File: src/rtl/sram_bank_ctrl.sv
module sram_bank_ctrl #(
  parameter int AW = 16,
  parameter int WW = 5,
  parameter int EW = 10
) (
  input  logic          clk,
  input  logic          rst_n,
  input  logic [7:0]    cfg,
  input  logic [WW-1:0] wait_rd,
  input  logic [WW-1:0] wait_wr,
  input  logic [WW-1:0] wait_pg,
  input  logic [EW-1:0] wait_ext,
  input  logic          req_valid,
  output logic          req_ready,
  input  logic          req_write,
  input  logic [1:0]    req_size,
  input  logic [AW-1:0] req_addr,
  input  logic [31:0]   req_wdata,
  input  logic [3:0]    req_be,
  output logic          done,
  output logic [31:0]   rdata,
  output logic          mem_cs,
  output logic          mem_oe_n,
  output logic          mem_we_n,
  output logic [3:0]    mem_lane_n,
  output logic [AW-1:0] mem_addr,
  output logic [31:0]   mem_wdata,
  input  logic [31:0]   mem_rdata
);
  typedef enum logic [1:0] {S_IDLE, S_ACC, S_REC, S_DONE} st_t;
  st_t st;

  logic          r_write;
  logic [1:0]    r_size;
  logic [AW-1:0] r_addr;
  logic [31:0]   r_wdata;
  logic [3:0]    r_be;
  logic [1:0]    sub;
  logic [EW-1:0] cnt;
  logic [31:0]   rbuf;

  wire [1:0] wlog  = (cfg[1:0] == 2'd0) ? 2'd0 : (cfg[1:0] == 2'd1) ? 2'd1 : 2'd2;
  wire [1:0] slog  = (r_size == 2'd3) ? 2'd2 : r_size;
  wire [1:0] wmask = 2'((3'd1 << wlog) - 3'd1);
  wire [2:0] nsub  = (slog > wlog) ? (3'd1 << (slog - wlog)) : 3'd1;
  wire [1:0] last_sub = 2'(nsub - 3'd1);

  function automatic logic [EW-1:0] wait_sel(input logic wr, input logic [1:0] idx);
    if (!wr && cfg[4] && idx != 2'd0) return EW'(wait_pg);
    else if (cfg[5])                  return wait_ext;
    else if (wr)                      return EW'(wait_wr);
    else                              return EW'(wait_rd);
  endfunction

  logic [3:0] lane_ok;
  logic [1:0] lane_j [4];

  always_comb begin
    int j;
    for (int k = 0; k < 4; k++) begin
      j = (int'(sub) << wlog) + k - int'(r_addr[1:0] & wmask);
      lane_ok[k] = (k < (1 << wlog)) && (j >= 0) && (j < (1 << slog));
      lane_j[k]  = 2'(j);
    end
  end

  always_comb begin
    mem_wdata  = '0;
    mem_lane_n = 4'hF;
    for (int k = 0; k < 4; k++) begin
      if (lane_ok[k]) mem_wdata[8*k +: 8] = r_wdata[8*lane_j[k] +: 8];
      if (st == S_ACC) begin
        if (r_write)     mem_lane_n[k] = ~(lane_ok[k] & r_be[lane_j[k]]);
        else if (cfg[3]) mem_lane_n[k] = ~lane_ok[k];
      end
    end
  end

  wire cs_on = (st == S_ACC) || (st == S_REC);
  assign mem_cs    = cfg[2] ? cs_on : ~cs_on;
  assign mem_oe_n  = !(st == S_ACC && !r_write);
  assign mem_we_n  = !(st == S_ACC && r_write);
  assign mem_addr  = r_addr + (AW'(sub) << wlog);
  assign req_ready = (st == S_IDLE) || (st == S_DONE);
  assign done      = (st == S_DONE);
  assign rdata     = rbuf;

  always_ff @(posedge clk or negedge rst_n) begin
    if (!rst_n) begin
      st <= S_IDLE; r_write <= 1'b0; r_size <= '0; r_addr <= '0; r_wdata <= '0;
      r_be <= '0; sub <= '0; cnt <= '0; rbuf <= '0;
    end else begin
      case (st)
        S_IDLE, S_DONE: begin
          if (req_valid) begin
            st <= S_ACC; r_write <= req_write; r_size <= req_size; r_addr <= req_addr;
            r_wdata <= req_wdata; r_be <= req_be; sub <= '0; rbuf <= '0;
            cnt <= wait_sel(req_write, 2'd0);
          end else begin
            st <= S_IDLE;
          end
        end
        S_ACC: begin
          if (cnt != '0) begin
            cnt <= cnt - 1'b1;
          end else begin
            if (!r_write)
              for (int k = 0; k < 4; k++)
                if (lane_ok[k]) rbuf[8*lane_j[k] +: 8] <= mem_rdata[8*k +: 8];
            if (sub == last_sub) begin
              st <= S_DONE;
            end else begin
              sub <= sub + 2'd1;
              if (r_write) st <= S_REC;
              else         cnt <= wait_sel(1'b0, sub + 2'd1);
            end
          end
        end
        S_REC: begin
          cnt <= wait_sel(1'b1, sub);
          st  <= S_ACC;
        end
        default: st <= S_IDLE;
      endcase
    end
  end
endmodule


File: config.mk
export PLATFORM = sky130hd
export DESIGN_NAME = sram_bank_ctrl
export DESIGN_NICKNAME = d
export VERILOG_FILES = /design/src/rtl/sram_bank_ctrl.sv
export SDC_FILE = /design/constraint.sdc
export NUM_CORES = 1
export LEC_CHECK = 0
export BUFFER_PORTS_ARGS = -buffer_cell sky130_fd_sc_hd__buf_2
export CAP_MARGIN = 25
export CORE_UTILIZATION = 50
export CTS_BUF_LIST = sky130_fd_sc_hd__clkbuf_8
export DETAILED_ROUTE_END_ITERATION = 7
export PLACE_DENSITY = 0.74
export SETUP_SLACK_MARGIN = 0.4
export SYNTH_ARGS = -nofsm -noshare
export SYNTH_HDL_FRONTEND = slang
export SYNTH_SLANG_ARGS = --single-unit
File: constraint.sdc
create_clock -name clk -period 14.66 [get_ports clk]
set_input_delay 2.199 -clock clk [delete_from_list [all_inputs] [get_ports clk]]
set_output_delay 2.199 -clock clk [all_outputs]
set_load 0.1 [all_outputs]
==> flow_summary.toml <==
[cts]
cts_buffer_depth = 2
cts-resized-gates = 0
tritoncts.num_buffers = 9
clock_pin_slew_on_the_worst_setup_and_hold_paths_ps = 100
tritoncts = "yes"
worst_skew_late_latency_ps = 410
clkSinkCount = 101
ctsHtreeMaxLevel = 3
cts_setup_buffers = 0
ctsRootBufferMaster = "sky130_fd_sc_hd__clkbuf_8"
cts-hold-fix-buffers = 0

[drt]
num_vias = 9601
drc = 0
avgViaCountPerCell = 6.367
routed_wl_mm = 30.68
postRouteAntennaNets = 0
number_of_optimization_iterations_in_the_first_detailed_route_pass = 6
detailedRoute.firstIterationViolations = 702
routedWlPerCell_um = 20.35

[floorplanning]
placementRows = 50
coreArea_um2 = 18710
die_area_um2 = 19700
start_util = 0.5117
ios = 212
die-height_um = 140.4
floorplan.die.width_um = 140.4

[sta]
tightest_slew_ps = 1102
timing.setup.tns_ps = 0
timing.slew.headroom = 0.2597
final_min_period_ps = 9104
worst_clock_skew_ps = 23.61
setup_viol = 0
report.final.hold_viol_count = 0
setup_slack_ps = 5556
timing_max_transition_violations_final = 0
maxClockFrequency_ghz = 0.1098
final_period_util = 0.6210
rsz_0062_raised_after_global_routing = "false"

[synthesis]
synth_area_um2 = 9572
async_reset_ff_frac = 1.000
yosys_register_bits = 101
synth_cells = 1101
synth_area_per_cell_um2 = 8.694
ys_dominant_reg_cell = "sky130_fd_sc_hd__dfrtp_1"
yosys.area.top_type = "sky130_fd_sc_hd__dfrtp_1"
yosysSeqAreaShare = 0.2641
yosys_warnings = 0
synth_unique_cells = 87
synth_top_cells_by_area = "sky130_fd_sc_hd__dfrtp_1 26%, sky130_fd_sc_hd__mux2_2 11%, sky130_fd_sc_hd__ha_1 8.2%, sky130_fd_sc_hd__nand2_1 4.2%, sky130_fd_sc_hd__a211oi_1 3.4%"
dominant_cell_by_count_in_the_synthesized_netlist = "sky130_fd_sc_hd__nand2_1"
synth_edf_count = 0
synth_commonest_cells = "106 x sky130_fd_sc_hd__nand2_1, 101 x sky130_fd_sc_hd__dfrtp_1, 91 x sky130_fd_sc_hd__mux2_2, 70 x sky130_fd_sc_hd__nor2_1, 63 x sky130_fd_sc_hd__ha_1"
synth_top_area_frac = 0.2641

[global_route]
grt_antenna_before_repair = 1
grt_pass1_vias = 9055
global_route_wire_length_before_repair_mm = 47.87
grt_max_degree = 67
globalRouteTotalUtil = 0.3105
overflow = 0

[layout]
antenna-diode-count = 0
multi_input_comb_area_um2 = 6650
final_nets = 1461
layout.core_utilization = 0.5833
register_area_um2 = 2527
filler_cells = 1751
finish.cell_count_without_fillers = 1508
layout-area-overhead-vs-synth_pct = 14.00
layout-drive-gt1-share = 0.2755
post-route-cell-area_um2 = 10910

[critical_path]
nature_of_the_critical_path_startpoint = "primary input"
critPathLaunch = "cfg[0]"
crit-reg2reg-launch = "sub[1]"
worstPathRequired_ps = 12460
crit_path_end_kind = "output pin"
critical_path_arrival_ps = 6900
critPathKind = "in -> out"
maximum_fanout_along_the_worst_path = 11

[place]
io_buffer_count = 209
place_inst = 1491
postPlaceCellArea_um2 = 10710
gp_congestion = 1.020
detail_placement_hpwl_mm = 22.66
pre_cts_slack_ps = 5568

[min_path]
min_from = "r_wdata[12]"
min-delay-path-class = "reg -> reg"

[power]
worst_case_vdd_ir_drop_mv = 0.1863
p_leak_nw = 4.895
pwr_density_cell_nw_per_um2 = 202.9

[run_status]
status = "finished clean"

[flow_run]
max_cap_violations = 0
[stage by stage]
step	hold WS, ps	power [W]
2_1_floorplan	486.2	0.001694
3_3_place_gp	503.0	0.001972
3_5_place_dp	514.2	0.002005
4_1_cts	543.2	0.002203
5_1_grt	555.9	0.002359
6_report	534.2	0.002214
[per-layer routing]
layer	vias to the layer above	GRT usage	routed length, um
met3	97	0.07932	3152
met2	527	0.4976	13810
met1	4525	0.3934	12410
met4	0	0.1394	1311
li1	4452	-	-
met5	-	0	0
[layout make-up]
cell class / instances / share of cell area
Clock buffer: 9 / 0.01135
Tap cell: 234 / 0.02683
Multi-Input combinational cell: 903 / 0.6094
Clock inverter: 7 / 0.006765
Timing Repair Buffer: 216 / 0.1009
Inverter: 38 / 0.01307
Sequential cell: 101 / 0.2316
[kinds of logic after synthesis]
logic type	share of synthesized area
fa+ha+maj	0.09490
flops	0.2641
mux	0.1353
compound gates	0.2353
xor+xnor	0.02105
simple gates	0.2021
other cells	0.0007846
buf+inv	0.04654
[state kept, by name, indices dropped and copies added (netlist names)]
signal	count
rdata	32
r_write	1
r_size	2
st	2
r_wdata	32
sub	2
cnt	10
r_addr	16
r_be	4
[critical path, cell delays in order]
cell                       delay, ps
sky130_fd_sc_hd__buf_2           140
sky130_fd_sc_hd__mux2i_1         120
sky130_fd_sc_hd__or2_2           320
sky130_fd_sc_hd__inv_1           140
sky130_fd_sc_hd__ha_1            280
sky130_fd_sc_hd__inv_1            90
sky130_fd_sc_hd__ha_1            160
sky130_fd_sc_hd__inv_1            60
sky130_fd_sc_hd__fa_1            390
sky130_fd_sc_hd__nand2b_1        160
sky130_fd_sc_hd__a21oi_1         290
sky130_fd_sc_hd__inv_1            80
sky130_fd_sc_hd__ha_1            280
sky130_fd_sc_hd__or3b_2          470
sky130_fd_sc_hd__nor2_1          130
sky130_fd_sc_hd__nand3_1         140
sky130_fd_sc_hd__nand2b_1        450
sky130_fd_sc_hd__a211oi_1        480
sky130_fd_sc_hd__buf_2           510
[cell usage in the layout (no fill, tap or decap), types with 5 or more instances in the layout]
| cell type | count |
|---|---|
| sky130_fd_sc_hd__a21oi_1 | 42 |
| sky130_fd_sc_hd__nand3_1 | 41 |
| sky130_fd_sc_hd__xor2_1 | 6 |
| sky130_fd_sc_hd__and2_1 | 15 |
| sky130_fd_sc_hd__nand2b_1 | 23 |
| sky130_fd_sc_hd__o211ai_1 | 30 |
| sky130_fd_sc_hd__nor2_1 | 70 |
| sky130_fd_sc_hd__nor3_1 | 18 |
| sky130_fd_sc_hd__buf_2 | 208 |
| sky130_fd_sc_hd__a22oi_1 | 10 |
| sky130_fd_sc_hd__conb_1 | 13 |
| sky130_fd_sc_hd__xnor2_1 | 17 |
| sky130_fd_sc_hd__a221oi_1 | 12 |
| sky130_fd_sc_hd__a41oi_1 | 16 |
| sky130_fd_sc_hd__clkbuf_8 | 9 |
| sky130_fd_sc_hd__dfrtp_1 | 101 |
| sky130_fd_sc_hd__inv_1 | 36 |
| sky130_fd_sc_hd__and3_1 | 27 |
| sky130_fd_sc_hd__o21ai_0 | 40 |
| sky130_fd_sc_hd__mux2_2 | 91 |
| sky130_fd_sc_hd__nor2b_1 | 25 |
| sky130_fd_sc_hd__buf_4 | 8 |
| sky130_fd_sc_hd__a32oi_1 | 11 |
| sky130_fd_sc_hd__nor3b_1 | 7 |
| sky130_fd_sc_hd__ha_1 | 62 |
| sky130_fd_sc_hd__a31oi_1 | 33 |
| sky130_fd_sc_hd__fa_1 | 6 |
| sky130_fd_sc_hd__o2111ai_1 | 8 |
| sky130_fd_sc_hd__a41o_1 | 5 |
| sky130_fd_sc_hd__a211oi_1 | 42 |
| sky130_fd_sc_hd__mux2i_1 | 27 |
| sky130_fd_sc_hd__a221o_1 | 5 |
| sky130_fd_sc_hd__o311ai_0 | 5 |
| sky130_fd_sc_hd__nand2_1 | 105 |
[power by group]
| group | total, W | switching [W] | internal (W) |
|---|---|---|---|
| combinational | 0.00155 | 0.00108 | 0.000469 |
| sequential | 0.000467 | 0.0000958 | 0.000372 |
| clock | 0.000193 | 0.000125 | 0.0000683 |
[path summary, 6_finish.rpt]
| kind | slack (ps) | depth (start not counted) | endpoint |
|---|---|---|---|
| max in group asynchronous | 11630 | 2 | r_wdata[12] |
| hold reg to reg | 530 | 1 | r_wdata[12] |
| setup / recovery | 5560 | 19 | mem_wdata[12] |
| setup reg to reg | 9430 | 18 | rdata[16] |
| hold / removal | 530 | 1 | r_wdata[12] |
| min in group asynchronous | 1720 | 1 | rdata[3] |
Note: power is estimated with default switching activity, not from simulation.
